<file path="config.mk">
export PLATFORM = sky130hd
export DESIGN_NAME = usb_in_ep_ctrl
export DESIGN_NICKNAME = d
export VERILOG_FILES = /design/src/rtl/usb_ep_pkg.sv /design/src/rtl/usb_ep_state.sv /design/src/rtl/usb_ep_irq.sv /design/src/rtl/usb_ep_hs.sv /design/src/rtl/usb_in_ep_ctrl.sv
export SDC_FILE = /design/constraint.sdc
export NUM_CORES = 1
export LEC_CHECK = 0
export ABC_CLOCK_PERIOD_IN_PS = 2380
export BUFFER_PORTS_ARGS = -buffer_cell sky130_fd_sc_hd__buf_4
export CORE_MARGIN = 2
export CORE_UTILIZATION = 38
export DETAILED_ROUTE_END_ITERATION = 16
export GPL_TIMING_DRIVEN = 0
export PLACE_DENSITY = 0.92
export REMOVE_ABC_BUFFERS = 1
export SETUP_SLACK_MARGIN = 0.2
export SKIP_LAST_GASP = 1
export SYNTH_ARGS = -nofsm -noshare
export SYNTH_HDL_FRONTEND = slang
export SYNTH_SLANG_ARGS = --single-unit
</file>
<file path="constraint.sdc">
create_clock -name clk -period 2.38 [get_ports clk]
set_input_delay 0.238 -clock clk [delete_from_list [all_inputs] [get_ports clk]]
set_output_delay 0.238 -clock clk [all_outputs]
set_load 0.02 [all_outputs]
</file>
<file path="src/rtl/usb_ep_pkg.sv">
package usb_ep_pkg;

   typedef enum logic [1:0] {
      HS_NONE = 2'b00,
      HS_DATA = 2'b01,
      HS_ACK  = 2'b10,
      HS_NAK  = 2'b11
   } hs_e;

   typedef enum logic [1:0] {
      EPK_CTRL = 2'b00,
      EPK_ISO  = 2'b01,
      EPK_BULK = 2'b10,
      EPK_INTR = 2'b11
   } ep_kind_e;

   localparam int unsigned BIT_EN     = 0;
   localparam int unsigned BIT_DIS    = 1;
   localparam int unsigned BIT_NAKSET = 2;
   localparam int unsigned BIT_NAKCLR = 3;
   localparam int unsigned BIT_FORCE1 = 4;
   localparam int unsigned BIT_FORCE0 = 5;
   localparam int unsigned BIT_NAK    = 6;
   localparam int unsigned BIT_PHASE  = 7;
   localparam int unsigned BIT_ACTIVE = 8;
   localparam int unsigned MPS_LSB    = 9;
   localparam int unsigned MPS_W      = 2;
   localparam int unsigned MIN_REG_W  = MPS_LSB + MPS_W;
   localparam int unsigned N_EVT      = 3;

endpackage

</file>
<file path="src/rtl/usb_ep_state.sv">
module usb_ep_state
   import usb_ep_pkg::*;
#(
   parameter int unsigned MW = MPS_W
) (
   input  logic          clk,
   input  logic          rst_n,
   input  logic          wr_en,
   input  logic          wr_dis,
   input  logic          wr_nakset,
   input  logic          wr_nakclr,
   input  logic          wr_force1,
   input  logic          wr_force0,
   input  logic          wr_mps,
   input  logic [MW-1:0] mps_in,
   input  ep_kind_e      kind,
   input  logic          evt_any,
   input  logic          txn_ok,
   output logic          en,
   output logic          dis,
   output logic          nak,
   output logic          phase,
   output logic [MW-1:0] mps
);

   logic en_d, dis_d, nak_d, phase_d;
   logic toggles;

   assign toggles = (kind != EPK_ISO);

   always_comb begin
      en_d = en;
      if (evt_any)     en_d = 1'b0;
      else if (wr_en)  en_d = 1'b1;

      dis_d = dis;
      if (evt_any)             dis_d = 1'b0;
      else if (wr_dis && en)   dis_d = 1'b1;

      nak_d = nak;
      if (wr_nakset)      nak_d = 1'b1;
      else if (wr_nakclr) nak_d = 1'b0;

      phase_d = phase;
      if (wr_force1)                 phase_d = 1'b1;
      else if (wr_force0)            phase_d = 1'b0;
      else if (txn_ok && toggles)    phase_d = ~phase;
   end

   always_ff @(posedge clk or negedge rst_n) begin
      if (!rst_n) begin
         en    <= 1'b0;
         dis   <= 1'b0;
         nak   <= 1'b0;
         phase <= 1'b0;
         mps   <= '0;
      end else begin
         en    <= en_d;
         dis   <= dis_d;
         nak   <= nak_d;
         phase <= phase_d;
         if (wr_mps) mps <= mps_in;
      end
   end

endmodule

</file>
<file path="src/rtl/usb_ep_irq.sv">
module usb_ep_irq #(
   parameter int unsigned N = 3
) (
   input  logic         clk,
   input  logic         rst_n,
   input  logic [N-1:0] evt,
   output logic [N-1:0] irq
);

   for (genvar g = 0; g < N; g++) begin : g_ch
      logic stage_q;
      always_ff @(posedge clk or negedge rst_n) begin
         if (!rst_n) begin
            stage_q <= 1'b0;
            irq[g]  <= 1'b0;
         end else begin
            stage_q <= evt[g];
            irq[g]  <= stage_q;
         end
      end
   end

endmodule

</file>
<file path="src/rtl/usb_ep_hs.sv">
module usb_ep_hs
   import usb_ep_pkg::*;
#(
   parameter bit RESP_REG = 1'b1
) (
   input  logic clk,
   input  logic rst_n,
   input  logic tok_valid,
   input  logic tok_setup,
   input  logic fifo_ready,
   input  logic en,
   input  logic nak,
   output hs_e  resp
);

   hs_e pick;

   always_comb begin
      pick = HS_NONE;
      if (tok_valid) begin
         if (tok_setup)                    pick = HS_ACK;
         else if (nak || !fifo_ready || !en) pick = HS_NAK;
         else                              pick = HS_DATA;
      end
   end

   if (RESP_REG) begin : g_reg
      always_ff @(posedge clk or negedge rst_n) begin
         if (!rst_n) resp <= HS_NONE;
         else        resp <= pick;
      end
   end else begin : g_comb
      logic unused_clk;
      assign unused_clk = clk ^ rst_n;
      assign resp = pick;
   end

endmodule

</file>
<file path="src/rtl/usb_in_ep_ctrl.sv">
module usb_in_ep_ctrl
   import usb_ep_pkg::*;
#(
   parameter int unsigned REG_W    = 16,
   parameter bit          RESP_REG = 1'b1
) (
   input  logic             clk,
   input  logic             rst_n,
   input  logic             reg_we,
   input  logic [REG_W-1:0] reg_wdata,
   output logic [REG_W-1:0] reg_rdata,
   input  logic [1:0]       ep_type,
   input  logic             evt_setup_done,
   input  logic             evt_ep_disabled,
   input  logic             evt_xfer_done,
   input  logic             tok_valid,
   input  logic             tok_setup,
   input  logic             fifo_ready,
   input  logic             txn_ok,
   output logic [1:0]       hs_resp,
   output logic             irq_setup_done,
   output logic             irq_ep_disabled,
   output logic             irq_xfer_done,
   output logic [6:0]       mps_bytes
);

   if (REG_W < MIN_REG_W) begin : g_bad_width
      $error("usb_in_ep_ctrl: REG_W too small for the register layout");
   end

   ep_kind_e         kind;
   logic [N_EVT-1:0] evt_vec, irq_vec;
   logic             en, dis, nak, phase;
   logic [MPS_W-1:0] mps;
   hs_e              resp;

   assign kind    = ep_kind_e'(ep_type);
   assign evt_vec = {evt_xfer_done, evt_ep_disabled, evt_setup_done};

   usb_ep_state #(.MW(MPS_W)) state_i (
      .clk       (clk),
      .rst_n     (rst_n),
      .wr_en     (reg_we && reg_wdata[BIT_EN]),
      .wr_dis    (reg_we && reg_wdata[BIT_DIS]),
      .wr_nakset (reg_we && reg_wdata[BIT_NAKSET]),
      .wr_nakclr (reg_we && reg_wdata[BIT_NAKCLR]),
      .wr_force1 (reg_we && reg_wdata[BIT_FORCE1]),
      .wr_force0 (reg_we && reg_wdata[BIT_FORCE0]),
      .wr_mps    (reg_we),
      .mps_in    (reg_wdata[MPS_LSB +: MPS_W]),
      .kind      (kind),
      .evt_any   (|evt_vec),
      .txn_ok    (txn_ok),
      .en        (en),
      .dis       (dis),
      .nak       (nak),
      .phase     (phase),
      .mps       (mps)
   );

   usb_ep_irq #(.N(N_EVT)) irq_i (
      .clk   (clk),
      .rst_n (rst_n),
      .evt   (evt_vec),
      .irq   (irq_vec)
   );

   usb_ep_hs #(.RESP_REG(RESP_REG)) hs_i (
      .clk        (clk),
      .rst_n      (rst_n),
      .tok_valid  (tok_valid),
      .tok_setup  (tok_setup),
      .fifo_ready (fifo_ready),
      .en         (en),
      .nak        (nak),
      .resp       (resp)
   );

   always_comb begin
      reg_rdata                       = '0;
      reg_rdata[BIT_EN]               = en;
      reg_rdata[BIT_DIS]              = dis;
      reg_rdata[BIT_NAK]              = nak;
      reg_rdata[BIT_PHASE]            = phase;
      reg_rdata[BIT_ACTIVE]           = (kind == EPK_CTRL);
      reg_rdata[MPS_LSB +: MPS_W]     = mps;
   end

   assign hs_resp         = resp;
   assign irq_setup_done  = irq_vec[0];
   assign irq_ep_disabled = irq_vec[1];
   assign irq_xfer_done   = irq_vec[2];
   assign mps_bytes       = 7'd64 >> mps;

   logic unused_ro;
   assign unused_ro = ^reg_wdata[BIT_ACTIVE:BIT_NAK];
   if (REG_W > MIN_REG_W) begin : g_rsvd
      logic unused_rsvd;
      assign unused_rsvd = ^reg_wdata[REG_W-1:MIN_REG_W];
   end

endmodule

</file>
Word-level counts from Yosys, hierarchy flattened
Index checks and enable logic that the tools add are counted.
W data, S select, Z words.
{"block": "word_totals", "regBits": 14, "in_bits": 28, "output_inout_bits": 28, "word_cells": 45}
{"block": "op_classes", "n_eq_ne": 1, "n_shift": 1, "n_mux": 12, "bitwise_logic": 1, "n_reduce_logical": 18}
{"operator": "$mux W1", "n": 9}
{"operator": "$logic_and A1 B1 Y1", "n": 8}
{"operator": "$shr A7 B2 Y7 const A", "n": 1}
{"operator": "$mux W2", "n": 3}
{"operator": "$reduce_bool A2 Y1", "n": 3}
{"operator": "$reduce_bool A3 Y1", "n": 1}
{"operator": "$reduce_or A3 Y1", "n": 1}
{"operator": "$logic_not A1 Y1", "n": 2}
{"operator": "$logic_not A2 Y1", "n": 1}
{"operator": "$logic_or A1 B1 Y1", "n": 2}
{"operator": "$ne A2 B1 Y1 const B", "n": 1}
{"operator": "$not A1 Y1", "n": 1}

Logic depth before layout (Yosys ltp)
{"block": "logic_depth", "word_depth": 6, "depth_mapped": 4, "ltp_nobuf": 3}

Cells and area by module
From an unflattened synthesis, not the netlist that was laid out.
{"block": "hier_totals", "hier_cells": 59, "hier_area_um2": 654.4}
{"mod": "usb_ep_state", "instances": 1, "cells_per_inst": 19, "area_per_inst_um2": 231.5, "seq_area_each_um2": 150.1}
{"mod": "usb_in_ep_ctrl", "instances": 1, "cells_per_inst": 29, "area_per_inst_um2": 193.9, "seq_area_each_um2": 0.0}
{"mod": "usb_ep_irq", "instances": 1, "cells_per_inst": 6, "area_per_inst_um2": 150.1, "seq_area_each_um2": 150.1}
{"mod": "usb_ep_hs", "instances": 1, "cells_per_inst": 5, "area_per_inst_um2": 78.8, "seq_area_each_um2": 50.0}

Worst setup path before layout
Ideal clock, no wire load.
{"block": "synth_timing", "kind": "register -> output", "from": "reg state_i.mps[0]", "to": "out mps_bytes[5]", "arrival_time_ns": 0.859, "required_time_ns": 2.142, "slack_ns": 1.283, "stages_incl_launch_ff": 2, "n_path_buf": 0, "cell_sequence": "dfrtp_1 > nor2b_1"}
{"block": "synth_via", "elab_chain_len": 1}
{"item": "from (decl)", "line": "usb_ep_state.sv:23", "rtl": "output logic [MW-1:0] mps"}
{"item": "from (signal assigned)", "line": "usb_ep_state.sv:62", "rtl": "if (wr_mps) mps <= mps_in;"}
{"item": "$shr A7 B2 Y7", "line": "usb_in_ep_ctrl.sv:93", "rtl": "assign mps_bytes = 7'd64 >> mps;"}
{"item": "to (decl)", "line": "usb_in_ep_ctrl.sv:24", "rtl": "output logic [6:0] mps_bytes"}
Every way passes these cells.

Worst setup path after layout
{"block": "layout_timing", "from": "reg state_i.mps[0]", "to": "out mps_bytes[3]"}
The elaborated chain is that of the path after synthesis.

==> PnR_summary.wiki <==
{| class="wikitable"
! Metric !! Value
|-
| Final critical path time including I/O delays and setup || 1270 ps
|-
| Portion of the clock cycle consumed by the worst path in the final layout || 53.5%
|-
| Crit Path Max Fanout || 6
|-
| Slack of the worst reg-to-reg path || 1450 ps
|-
| Critical Path Start Type || register
|-
| Fin worst setup slack || 1110 ps
|-
| Remaining antenna violation count || 0
|-
| Number of cells in the design after placement || 99
|-
| Cell area after technology mapping || 633 um^2
|-
| Vias in the first global route || 466
|-
| Placement row count || 14
|-
| Worst supply voltage drop on vdd || 0.000434 V
|-
| Count of different cell masters after synthesis || 20
|-
| Post-synthesis xor/xnor area fraction || 0%
|-
| Final setup violating endpoints || 0
|-
| Max frequency || 785 MHz
|-
| Nets@finish || 117
|-
| TritonCTS clock tree || built
|-
| Average footprint of a synthesized cell || 11.7 um^2
|-
| Post-route DRC violation count || 0
|-
| Hold path start || evt_setup_done
|-
| Reg-to-reg endpoint || state_i.phase
|-
| Largest buffer count on any clock path || 2
|-
| Number of buffers created by CTS || 3
|-
| Synthesized instance count || 54
|-
| Synthesized-area fraction occupied by ao, oa, aoi and oai cells || 8.89%
|-
| Routed wirelength normalized by instance count || 12.4 um
|-
| Type of the setup path with the least slack || register to output port
|-
| Worst slack at placement || 1370 ps
|-
| Main area contributors after synthesis || dfrtp_1, buf_4, mux2_2, nor2b_1, nor4_1
|-
| CP Data Required Time || 2140 ps
|-
| Clock H-tree levels || 1
|-
| Initial core utilization || 41.1%
|-
| Share of cell area taken by muxes after synthesis || 3.56%
|-
| End point of the worst hold path || irq_i.g_ch[0].stage_q
|-
| Resized Gates After CTS || 0
|-
| Routability-driven placement congestion ratio || 0.696
|-
| Sinks on Clock Net || 14
|-
| Mean number of vias per cell || 4.69
|-
| Number of fillers in the final layout || 140
|-
| RSZ-0062 raised after global routing || false
|-
| Clock Skew || 4.37 ps
|-
| Signal arrival time at the worst endpoint || 1040 ps
|-
| Type of the tightest min-delay check || input pin to register
|-
| Synth area leader || dfrtp_1
|-
| Number of post-CTS setup repair buffers || 0
|-
| Worst r2r src || state_i.phase
|-
| Sum of routed wire length over all layers || 1.29 mm
|-
| Layout overhead on the synthesized area || 37.7%
|-
| Final hold viol count || 0
|-
| Wire length of the first global-routing pass || 2.03 mm
|-
| Fraction of final layout cells with drive strength greater than 1 || 48.9%
|-
| Clock insertion delay at the later pin of the skew report || 270 ps
|-
| Detailed-route via count || 488
|-
| Antenna violations before repair || 0
|-
| Flip-flop and latch count after synthesis || 14
|-
| Run status || completed
|-
| Iteration count of the initial detailed-routing pass || 3
|-
| Largest net degree at the start of global routing || 15
|-
| Basic-gate share of the synthesized area counting and, or, nand and nor cells || 10.3%
|-
| Overall fraction of global-route tracks in use || 14.4%
|-
| Worst slack on hold paths || 93.1 ps
|-
| IO Pins || 56
|-
| Chip height || 44.8 um
|-
| CTS Hold Bufs || 1
|-
| MaxCap Viol Count || 0
|-
| Proportion of netlist area held by the largest area contributor || 55.3%
|-
| Ant. Diodes || 0
|-
| Sequential element share of the synthesized area || 55.3%
|-
| Fin. max-slew vios || 0
|-
| Static leakage power || 0.460 nW
|-
| Clock root buffer || clkbuf_4
|-
| Layout Cells excl Fill || 104
|-
| First DRT Iteration DRCs || 4
|-
| Number of cells traversed by the worst hold path || 1
|-
| Capturing element type of the critical path || output port
|-
| Clock-pin slew of the registers on the worst-case setup and hold paths || 80 ps
|-
| Global route overflow || 0
|-
| Placed wire-length estimate after detailed placement || 1.03 mm
|-
| Post-Synth Adder-Cell Area || 0%
|-
| Synth warnings || 0
|-
| Core outline area || 1540 um^2
|-
| Main combinational cell family by area after synthesis || buffers and inverters
|-
| Count of cells along the worst register-to-register path || 3
|-
| PwrDens || 639 nW/um^2
|-
| Total negative slack for setup checks || 0 ps
|-
| DIE AREA || 2010 um^2
|-
| Width of the die || 44.8 um
|-
| PortBufs || 35
|}
-- cells in the mapped netlist --
cell      number
nand2_1        2
dfrtp_1       14
mux2_2         2
o31a_1         1
nand2b_1       1
and3_1         1
a22o_2         1
inv_1          1
nor4_1         2
a221oi_1       1
buf_6          1
nor2_1         2
a21oi_1        1
a211o_1        1
a31oi_1        1
a21oi_2        1
conb_1         1
and2_1         1
nor2b_1        3
buf_4         16
-- flip-flops by register name (all words and copies together), names as in the netlist --
| name | cells |
|---|---|
| state_i.mps | 2 |
| state_i.dis | 1 |
| state_i.en | 1 |
| irq_i.irq | 3 |
| irq_i.g_ch.stage_q | 3 |
| state_i.nak | 1 |
| state_i.phase | 1 |
| hs_i.resp | 2 |
-- through the flow --
| stage | power, W | area [um^2] | utilization (%) |
|---|---|---|---|
| floorplan | 0.000329 | 543 | - |
| finish | 0.000558 | 872 | 56.6 |
| global placement | 0.000394 | 826 | 53.6 |
| CTS | 0.000565 | 872 | 56.6 |
| global route | 0.000592 | 872 | 56.6 |
| detailed placement | 0.000400 | 826 | 53.6 |
-- layer usage --
metal	wire length, um	track usage [%]	up-vias
met5	0	0	-
met4	27	8.24	0
li1	-	-	221
met3	171	5.20	4
met2	635	23.5	37
met1	451	16.4	226
-- layout by cell type (no fill, tap or decap), types with 2 or more instances in the layout --
cell and n:
buf_4 35, dfrtp_1 14, nor2_1 2, mux2_2 2
nor4_1 2, clkbuf_4 3, conb_1 12, nor2b_1 3
nand2_1 2
-- area by class of cell --
cell class | count | area, um^2 | share of cell area (%)
clock buffers | 4 | 36.3 | 4.16
flip-flops and latches | 14 | 350 | 40.2
multi-input cells | 33 | 189 | 21.7
repair buffers | 36 | 273 | 31.3
well taps | 16 | 20.0 | 2.30
inverters | 1 | 3.75 | 0.430
-- logic make-up after synthesis --
kind of cell | count (synthesis)
buf+inv | 18
flops | 14
simple gates | 12
compound gates | 7
mux | 2
other cells | 1
-- where the power goes --
| group | internal [W] | switching [W] | leakage [nW] | total, W |
|---|---|---|---|---|
| registers | 0.000253 | 0.0000115 | 0.169 | 0.000264 |
| logic | 0.0000600 | 0.0000708 | 0.270 | 0.000131 |
| clock network | 0.0000928 | 0.0000699 | 0.0210 | 0.000163 |
-- critical path, stage by stage (launching register included) --
cell	delay (ps)
dfrtp_1	440
and2_1	180
buf_4	150
-- worst max path at each step --
| stage | from | end | slack (ps) | cells past startpoint |
|---|---|---|---|---|
| 2_1_floorplan | state_i.mps[0] | mps_bytes[5] | 1280 | 1 |
| 3_3_place_gp | ep_type[1] | state_i.phase | 1390 | 4 |
| 3_5_place_dp | ep_type[1] | state_i.phase | 1370 | 4 |
| 4_1_cts | state_i.mps[0] | mps_bytes[3] | 1090 | 2 |
| 5_1_grt | state_i.mps[0] | mps_bytes[3] | 1030 | 2 |
| 6_report | state_i.mps[0] | mps_bytes[3] | 1110 | 2 |
Note: power is estimated with default switching activity, not from simulation.
